$ cat src/rtl/pin_irq_router.sv
`timescale 1ns/1ps
module pin_irq_router #(
  parameter int NPORTS = 4,
  parameter int LANE_W = 8,
  parameter int ADDR_W = 3
) (
  input  logic                        clk,
  input  logic                        rst_n,
  input  logic [NPORTS*2*LANE_W-1:0]  port_pins,
  input  logic                        bus_sel,
  input  logic                        bus_wr,
  input  logic [ADDR_W-1:0]           bus_addr,
  input  logic [4*LANE_W-1:0]         bus_wdata,
  output logic [4*LANE_W-1:0]         bus_rdata,
  output logic                        irq
);
  localparam int PORT_W  = 2 * LANE_W;
  localparam int SENSE_W = 4 * LANE_W;

  localparam logic [ADDR_W-1:0] A_MSET = ADDR_W'(0);
  localparam logic [ADDR_W-1:0] A_MCLR = ADDR_W'(1);
  localparam logic [ADDR_W-1:0] A_PEND = ADDR_W'(2);
  localparam logic [ADDR_W-1:0] A_ISET = ADDR_W'(3);
  localparam logic [ADDR_W-1:0] A_ICLR = ADDR_W'(4);
  localparam logic [ADDR_W-1:0] A_ESET = ADDR_W'(5);
  localparam logic [ADDR_W-1:0] A_ECLR = ADDR_W'(6);
  localparam logic [ADDR_W-1:0] A_ROUT = ADDR_W'(7);

  logic [SENSE_W-1:0] mask_r, pend_r, inv_r, edge_r, route_r;
  logic [SENSE_W-1:0] sense, sync1, sync2, sync3;
  logic [SENSE_W-1:0] pol_now, pol_prev, set_v;
  logic               wr;

  assign wr = bus_sel & bus_wr;

  for (genvar k = 0; k < 4; k++) begin : g_lane
    logic [LANE_W-1:0] lane;
    always_comb begin
      lane = '0;
      for (int p = 0; p < NPORTS; p++)
        if (route_r[k*LANE_W +: LANE_W] == LANE_W'(p))
          lane = port_pins[p*PORT_W + (k % 2)*LANE_W +: LANE_W];
    end
    assign sense[k*LANE_W +: LANE_W] = lane;
  end

  assign pol_now  = sync2 ^ inv_r;
  assign pol_prev = sync3 ^ inv_r;
  assign set_v    = (edge_r & pol_now & ~pol_prev) | (~edge_r & pol_now);

  function automatic logic [SENSE_W-1:0] wmask(input logic [ADDR_W-1:0] a);
    return (wr && bus_addr == a) ? bus_wdata : '0;
  endfunction

  always_ff @(posedge clk or negedge rst_n) begin
    if (!rst_n) begin
      sync1 <= '0;
      sync2 <= '0;
      sync3 <= '0;
    end else begin
      sync1 <= sense;
      sync2 <= sync1;
      sync3 <= sync2;
    end
  end

  always_ff @(posedge clk or negedge rst_n) begin
    if (!rst_n) begin
      mask_r  <= '0;
      inv_r   <= '0;
      edge_r  <= '0;
      pend_r  <= '0;
      route_r <= '0;
    end else begin
      mask_r <= (mask_r | wmask(A_MSET)) & ~wmask(A_MCLR);
      inv_r  <= (inv_r  | wmask(A_ISET)) & ~wmask(A_ICLR);
      edge_r <= (edge_r | wmask(A_ESET)) & ~wmask(A_ECLR);
      pend_r <= (pend_r & ~wmask(A_PEND)) | set_v;
      if (wr && bus_addr == A_ROUT) route_r <= bus_wdata;
    end
  end

  always_comb begin
    case (bus_addr)
      A_MSET, A_MCLR: bus_rdata = mask_r;
      A_PEND:         bus_rdata = pend_r;
      A_ISET, A_ICLR: bus_rdata = inv_r;
      A_ESET, A_ECLR: bus_rdata = edge_r;
      A_ROUT:         bus_rdata = route_r;
      default:        bus_rdata = '0;
    endcase
  end

  assign irq = |(pend_r & mask_r);
endmodule

$ cat config.mk
export PLATFORM = sky130hd
export DESIGN_NAME = pin_irq_router
export DESIGN_NICKNAME = d
export VERILOG_FILES = /design/src/rtl/pin_irq_router.sv
export SDC_FILE = /design/constraint.sdc
export NUM_CORES = 1
export LEC_CHECK = 0
export ABC_AREA = 1
export CORE_UTILIZATION = 23
export CTS_CLUSTER_DIAMETER = 50
export DETAILED_ROUTE_END_ITERATION = 8
export DONT_BUFFER_PORTS = 1
export PLACE_DENSITY_LB_ADDON = 0.15
export SYNTH_ARGS = -nofsm -noshare
export SYNTH_HDL_FRONTEND = slang
export SYNTH_SLANG_ARGS = --single-unit
$ cat constraint.sdc
create_clock -name clk -period 3.45 [get_ports clk]
set_clock_uncertainty 0.05 [all_clocks]
set_input_delay 1.035 -clock clk [delete_from_list [all_inputs] [get_ports clk]]
set_output_delay 1.035 -clock clk [all_outputs]
set_load 0.05 [all_outputs]
==> results.yml, run 1 <==
sta:
  worst_pin_slew_ns: 0.929
  fin_tns_setup_ns: 0
  slew_headroom: 0.376
  slew_violations: 0
  fmax_mhz: 298
  fin_crit_ns: 3.36
  finalHoldViolations: 0
  setup_viol: 0
  fin_crit_sh: 0.973
  grt_setup_unrepaired: "no"
pwr:
  power_mw: 8.94
  leakage_nw: 6.40
  clkPwrFrac: 0.407
  pwr-share-seq: 0.420
  switching_share: 0.310
  internal-power_mw: 6.17
  power_density_nw_per_um2: 636
  combPwrFrac: 0.173
  ir_drop_uv: 325
  switchingPower_mw: 2.77
global_routing:
  busiest_layer: "met2"
  met1_usage: 0.224
  grt_util_met2: 0.263
  grt.met3_usage: 0.0498
  grt-ovfl-total: 0
  grt_start_max_net_pins: 257
  grt_pass1_vias: 10200
  track_usage: 0.170
  antenna_found_initial: 4
  grt_pass1_wl_um: 64000
worst_setup_path:
  crit-reg2reg-launch: "route_r[21]$_DFFE_PN0P_"
  critPathLaunchType: "primary input"
  cp_top_family: "buffers and inverters"
  cp.required_ns: 2.36
  worstPathArrival_ns: 2.27
  max_stage_delay_ns: 0.28
  cpMaxStageDelayCell: "buf_4"
  rrSetupSlack_ns: 1.38
  path_cells: "inv_2 -> nor2_1 -> nand2_1 -> nand2_1 -> buf_12 -> a21oi_1 -> nand4_1 -> buf_4"
  cpMostUsedCell: "nand2_1"
  rr_worst_depth: 5
  timing.rr.end: "sync1[18]$_DFF_PN0_"
  end_kind: "primary output"
  crit_buf_inv: 3
  path_class: "primary input to primary output"
  crit_fanout: 32
synth:
  yosys_most_used_dff: "dfrtp_1"
  synthDistinctLibCells: 20
  synth_area_leaders: "dfrtp_1, nand2_1, o21ai_0"
  synthCells: 1417
  netlist_area_um2: 11600
  yosysWarnings: 0
  yosysTopAreaCell: "dfrtp_1"
  synth_top_area_frac: 0.554
  synth.most_common_cell: "nand2_1"
  synth_seq_cells: 256
  netlist_top_cells_count: "nand2_1, dfrtp_1, o21ai_0"
  seq_area_frac_synth: 0.554
  synth_nets: 1520
  synth_edf_count: 0
  syn_area_per_cell_um2: 8.15
  ys_async_sr_fraction: 1.00
placed_design:
  dpl.hpwl_um: 27700
  port_buffers: 0
  place_congestion: 0.769
  dp_cells: 2089
floorplanning:
  core_area_um2: 49300
  die_w_um: 226
  die_area_um2: 51100
  start_util: 0.235
  row_count: 81
  pin_count: 136
  die_h_um: 226
cts:
  h-tree-depth: 2
  clock_sinks: 256
  clock_latency_ns: 0.54
  tritoncts: "built"
  cts-hold-fix-buffers: 0
  cts-root-buf: "clkbuf_16"
  path_clk_slew_ns: 0.06
  clk_path_buf_depth: 3
  cts_made_buffers: 35
routing:
  vias: 10100
  drt_iter0_drc: 647
  drtAntennaViolNets: 0
  vias_per_cell: 4.67
  first_pass_iters: 5
  routed_wl_um: 42700
  routedWlPerCell_um: 19.8
  drc: 0
final_layout:
  stdcell_count: 2153
  insertedDiodeCount: 0
  n_fill_cell: 5313
  drive_gt1_frac: 0.0826
  syn2layout_area_growth_pct: 21.6
  nets: 1569
status:
  status: "complete, no violations"
worst_hold_path:
  min_path_type: "primary input to asynchronous set/reset pin"
flow_run:
  maxCapViolCount: 0
## cells by family (layout without fill, tap and decap cells)
group / count (synthesis) / after routing / synth area share
AOI/OAI and AO/OA: 319 / 319 / 0.139
and+or+nand+nor: 610 / 610 / 0.230
DFF: 256 / 256 / 0.554
buffers and inverters: 232 / 304 / 0.0768
## timing repair
item	CTS	global route
buffers inserted	0	4
endpoints found under the setup margin	0	3
gates resized for setup	0	1
## cell usage in the layout (no fill, tap or decap), types with 4 or more instances in the layout
master,instances
a21oi_1,101
nand2_1,287
dfrtp_1,256
nor2_1,100
nand3_1,144
o21ai_0,204
o21ai_1,13
buf_4,40
clkbuf_1,4
clkbuf_8,6
inv_1,181
buf_12,19
nand4_1,69
clkinv_2,7
clkbuf_16,37
## per-stage QoR
step                 util  cell area [um2]  hold WS, ns  setup slack (ns)
floorplan               -            11600        0.281            0.0720
global route        0.285            14100        0.107            0.0486
global placement    0.261            12800        0.282            0.0600
detailed placement  0.261            12800        0.286            0.0572
finish              0.285            14100        0.139            0.0943
CTS                 0.284            14000        0.101            0.0489
## registers in the layout, summed over array words and instances (netlist names)
register and count:
edge_r 32, sync1 32, sync3 32, inv_r 32, mask_r 32, route_r 32
sync2 32, pend_r 32
## cell type report
class	instances	area, um2	area share
Multi-Input combinational cell	929	4280	0.305
Inverter	185	698	0.0497
Timing Repair Buffer	59	681	0.0484
Clock inverter	13	133	0.00944
Sequential cell	256	6410	0.456
Clock buffer	47	1020	0.0728
Tap cell	664	831	0.0591
## power groups by stage
stage / clock network, mW / logic (mW) / registers, mW
CTS: 3.76 / 1.56 / 3.75
detailed placement: 0 / 1.55 / 3.80
floorplan: 0 / 1.09 / 3.68
finish: 3.64 / 1.55 / 3.75
global route: 3.86 / 1.75 / 3.81
global placement: 0 / 1.53 / 3.80
## worst max path at each step
| stage | start | endpoint | depth (start not counted) |
|---|---|---|---|
| floorplan | bus_addr[0] | bus_rdata[12] | 7 |
| global placement | bus_addr[0] | bus_rdata[12] | 5 |
| detailed placement | bus_addr[0] | bus_rdata[12] | 5 |
| CTS | bus_addr[0] | bus_rdata[12] | 5 |
| global route | bus_addr[2] | bus_rdata[12] | 8 |
| finish | bus_addr[2] | bus_rdata[10] | 8 |
## metal layers
metal	vias to the layer above	wire length [um]
li1	4788	-
met1	4903	19400
met2	295	18700
met3	68	3360
met4	4	1200
met5	-	27
No activity file was read; power rests on OpenSTA's default activity.
==> run 2: changes to the inputs <==
CTS_BUF_LIST = sky130_fd_sc_hd__clkbuf_8   (was not set)
CTS_CLUSTER_SIZE = 25   (was not set)
==> run 2 against run 1 <==
Register-to-register slack hardly changed. Routed wire length fell by 0.49%. Worst setup slack gained 0.0012 ns. Critical path type unchanged. Sequential share of layout area grew 1.3 points. Largest power group unchanged. Sequential power about the same. Non-clock buffer count increased by 1. Critical path depth unchanged. Fmax barely moved. Flip-flop and latch count is the same.
==> results.yml, run 2 (same netlist as run 1, synthesis figures left out) <==
placed_design:
  dpl.hpwl_um: 27700
  place_congestion: 0.769
  port_buffers: 0
worst_setup_path:
  crit-reg2reg-launch: "route_r[20]$_DFFE_PN0P_"
  crit_buf_inv: 3
  rr_worst_depth: 5
  cp_top_family: "buffers and inverters"
  path_cells: "inv_2 -> nor2_1 -> nand2_1 -> nand2_1 -> buf_12 -> a21oi_1 -> nand4_1 -> buf_4"
  worstPathArrival_ns: 2.27
  path_class: "primary input to primary output"
  end_kind: "primary output"
  critPathLaunchType: "primary input"
  cp.required_ns: 2.36
  cpMaxStageDelayCell: "buf_4"
  rrSetupSlack_ns: 1.38
  timing.rr.end: "sync1[18]$_DFF_PN0_"
  max_stage_delay_ns: 0.28
  crit_fanout: 32
  cpMostUsedCell: "nand2_1"
pwr:
  ir_drop_uv: 264
  pwr-share-seq: 0.480
  combPwrFrac: 0.201
  leakage_nw: 6.19
  power_density_nw_per_um2: 571
  switchingPower_mw: 2.88
  power_mw: 7.80
  switching_share: 0.369
  clkPwrFrac: 0.319
  internal-power_mw: 4.92
floorplanning:
  core_area_um2: 49300
  die_area_um2: 51100
  die_w_um: 226
  die_h_um: 226
  start_util: 0.235
  row_count: 81
  pin_count: 136
final_layout:
  syn2layout_area_growth_pct: 18.2
  multi_input_area_um2: 4280
  layout_commonest_cell: "nand2_1"
  final_cell_mix: "nand2_1, dfrtp_1, o21ai_0"
  nets: 1566
  insertedDiodeCount: 0
  drive_gt1_frac: 0.0847
  regArea_um2: 6410
  n_fill_cell: 5357
global_routing:
  grt-ovfl-total: 0
  grt_start_max_net_pins: 216
  grt_pass1_wl_um: 63800
  antenna_found_initial: 3
  grt_pass1_vias: 10100
  track_usage: 0.168
cts:
  path_clk_slew_ns: 0.08
  clock_latency_ns: 0.64
  cts-root-buf: "clkbuf_8"
  clk_path_buf_depth: 3
  cts_made_buffers: 31
  tritoncts: "built"
  h-tree-depth: 1
  clock_sinks: 256
routing:
  vias: 10000
  vias_per_cell: 4.67
  drt_iter0_drc: 727
  routedWlPerCell_um: 19.8
  drtAntennaViolNets: 0
  first_pass_iters: 7
  drc: 0
  routed_wl_um: 42500
sta:
  slew_headroom: 0.388
  finalHoldViolations: 0
  slew_violations: 0
  fmax_mhz: 298
  setup_viol: 0
  fin_crit_ns: 3.35
  fin_crit_sh: 0.972
  grt_setup_unrepaired: "no"
  fin_tns_setup_ns: 0
  worst_pin_slew_ns: 0.911
status:
  status: "complete, no violations"
flow_run:
  maxCapViolCount: 0
worst_hold_path:
  min_path_type: "primary input to asynchronous set/reset pin"
## run 2: how the worst max path moves through the flow
stage,startpoint,to,slack (ns),cells after the start
finish,bus_addr[2],bus_rdata[10],0.1,8
global route,bus_addr[2],bus_rdata[12],0.05,8
CTS,mask_r[17]$_DFF_PN0_,irq,0.03,5
detailed placement,bus_addr[0],bus_rdata[12],0.06,5
global placement,bus_addr[0],bus_rdata[12],0.06,5
floorplan,bus_addr[0],bus_rdata[12],0.07,7
## run 2: power groups by stage
stage | Combinational (mW) | Clock [mW] | Sequential [mW]
2_1_floorplan | 1.09 | 0 | 3.68
3_3_place_gp | 1.53 | 0 | 3.80
3_5_place_dp | 1.55 | 0 | 3.80
4_1_cts | 1.57 | 2.60 | 3.74
5_1_grt | 1.77 | 2.70 | 3.81
6_report | 1.56 | 2.49 | 3.74
## run 2: routing by layer
layer / vias up / share of wire / track usage
met5: - / 0.00031 / 0
met4: 2 / 0.027 / 0.0471
met3: 66 / 0.070 / 0.0422
met2: 290 / 0.44 / 0.265
met1: 4907 / 0.46 / 0.226
li1: 4783 / - / -
## run 2: stage by stage
stage | worst slack [ns] | cells | util | hold slack [ns] | area, um2
final | 0.0955 | 2151 | 0.277 | 0.0649 | 13700
after global routing | 0.0486 | 2151 | 0.277 | 0.0139 | 13700
after CTS | 0.0267 | 2147 | 0.276 | 0.00166 | 13600
after detailed placement | 0.0572 | 2089 | 0.261 | 0.286 | 12800
after global placement | 0.0600 | 2089 | 0.261 | 0.282 | 12800
after floorplan | 0.0720 | 1417 | - | 0.281 | 11600
## run 2: area by class of cell
cell class / count / area share
tap: 664 / 0.0608
multi-input combinational: 929 / 0.313
timing repair buffer: 60 / 0.0518
inverter: 185 / 0.0511
sequential: 256 / 0.469
clock buffer: 31 / 0.0312
clock inverter: 26 / 0.0226
## run 2: what timing repair did
action,4_1_cts,5_1_grt
hold endpoints to repair,42,0
resized for setup,0,2
hold buffers,1,0
setup buffers,0,4
endpoints found under the setup margin,0,4
==> run 3: changes to the inputs <==
REMOVE_ABC_BUFFERS = 1   (was not set)
==> run 3 against run 2 <==
First-iteration DRC count is 17% lower. Die area stayed put. Critical path depth stayed put. Cell count hardly changed. Flip-flop and latch count stayed put. Cell area hardly changed. Via count is 1.9% lower. Register-to-register slack better by 0.04 ns. Critical endpoint is now bus_rdata[9]. Highest routed layer is now met4.
==> results.yml, run 3 (same netlist as run 1, synthesis figures left out) <==
status:
  status: "complete, no violations"
final_layout:
  syn2layout_area_growth_pct: 18.3
  nets: 1567
  fin_area_um2: 13700
  regArea_um2: 6410
  layout_commonest_cell: "nand2_1"
  final_cell_mix: "nand2_1, dfrtp_1, o21ai_0"
  multi_input_area_um2: 4290
  drive_gt1_frac: 0.0833
  n_fill_cell: 5278
pwr:
  power_density_nw_per_um2: 583
  power_mw: 7.97
  ir_drop_uv: 218
  leakage_nw: 6.22
routing:
  drtAntennaViolNets: 0
  vias: 9854
  routed_wl_um: 40000
  vias_per_cell: 4.58
  drc: 0
  drt_iter0_drc: 607
  routedWlPerCell_um: 18.6
  first_pass_iters: 5
sta:
  fin_crit_sh: 0.945
  slew_violations: 0
  grt_setup_unrepaired: "no"
  fmax_mhz: 307
  setup_viol: 0
  finalHoldViolations: 0
  worst_pin_slew_ns: 0.952
  fin_crit_ns: 3.26
  slew_headroom: 0.361
  fin_tns_setup_ns: 0
global_routing:
  grt_start_max_net_pins: 257
  antenna_found_initial: 2
  grt-ovfl-total: 0
  track_usage: 0.159
  grt_pass1_wl_um: 60800
  grt_pass1_vias: 9825
flow_run:
  maxCapViolCount: 0
cts:
  clk_path_buf_depth: 3
  cts_resized: 0
  clock_sinks: 256
  path_clk_slew_ns: 0.07
  clock_latency_ns: 0.56
  tritoncts: "built"
  cts_setup_buffers: 0
  cts_made_buffers: 34
  h-tree-depth: 2
  cts-root-buf: "clkbuf_8"
  cts-hold-fix-buffers: 0
floorplanning:
  start_util: 0.235
  die_area_um2: 51100
  die_h_um: 226
  pin_count: 136
  core_area_um2: 49300
  die_w_um: 226
  row_count: 81
worst_setup_path:
  startpoint: "bus_addr[2]"
  cpMostUsedCell: "nand2_1"
  critPathLaunchType: "primary input"
  cpMaxStageDelayCell: "nand4_1"
  end_kind: "primary output"
  crit_fanout: 19
  cp_top_family: "simple AND/OR/NAND/NOR gates"
  path_cells: "inv_2 -> nor2_1 -> nand2_1 -> nand2_1 -> buf_12 -> nand2_1 -> nand4_1 -> buf_12"
  crit-reg2reg-launch: "route_r[30]$_DFFE_PN0P_"
  max_stage_delay_ns: 0.24
  crit_buf_inv: 3
  worstPathArrival_ns: 2.18
  path_class: "primary input to primary output"
  cp.required_ns: 2.36
placed_design:
  placed_area_um2: 12900
  place_congestion: 0.793
  port_buffers: 0
  dpl.hpwl_um: 25900
worst_hold_path:
  min_path_type: "primary input to asynchronous set/reset pin"
## run 3: cell count changes in the layout (fill, tap and decap cells not counted), moves of 2 or more
cell and delta:
clkbuf_8 +10, clkinvlp_4 -2, inv_6 -2, clkinv_8 -8
buf_12 -2, inv_1 +2, bufinv_16 +3
## run 3: final cells by class
cell class,instances,area share
Clock buffer,41,0.0413
Sequential cell,256,0.469
Tap cell,664,0.0608
Clock inverter,19,0.0173
Multi-Input combinational cell,929,0.314
Timing Repair Buffer,58,0.0474
Inverter,185,0.0508
Antenna cell,1,0.000183
## run 3: metal layers
metal,global-route usage,routed length (um),up-vias
li1,-,-,4776
met1,0.215,18400,4814
met2,0.257,18700,216
met3,0.0319,2100,48
met4,0.0429,797,0
met5,0,0,-
## run 3: power by group
part / internal (mW) / total, mW / leakage (nW) / switching, mW
logic: 0.518 / 1.53 / 2.66 / 1.01
clock network: 1.37 / 2.72 / 0.405 / 1.35
registers: 3.41 / 3.72 / 3.15 / 0.316
total: 5.30 / 7.97 / 6.22 / 2.68
## run 3: metrics by stage
stage	worst slack, ns	cells	hold WS (ns)	utilization
3_3_place_gp	0.181	2092	0.283	0.261
4_1_cts	0.175	2152	0.0690	0.277
3_5_place_dp	0.176	2092	0.285	0.261
2_1_floorplan	-0.00367	1370	0.281	-
6_report	0.190	2153	0.143	0.277
5_1_grt	0.0404	2153	0.0984	0.277
## run 3: path summary, 6_finish.rpt
path	cells past startpoint	endpoint	slack, ns
worst max-delay path	8	bus_rdata[9]	0.19
worst min register to register	0	sync2[7]$_DFF_PN0_	0.29
worst max register to register	5	sync1[28]$_DFF_PN0_	1.42
max in group asynchronous	0	route_r[15]$_DFFE_PN0P_	2.76
min in group clk	0	sync2[7]$_DFF_PN0_	0.29
worst min-delay path	0	sync2[0]$_DFF_PN0_	0.14
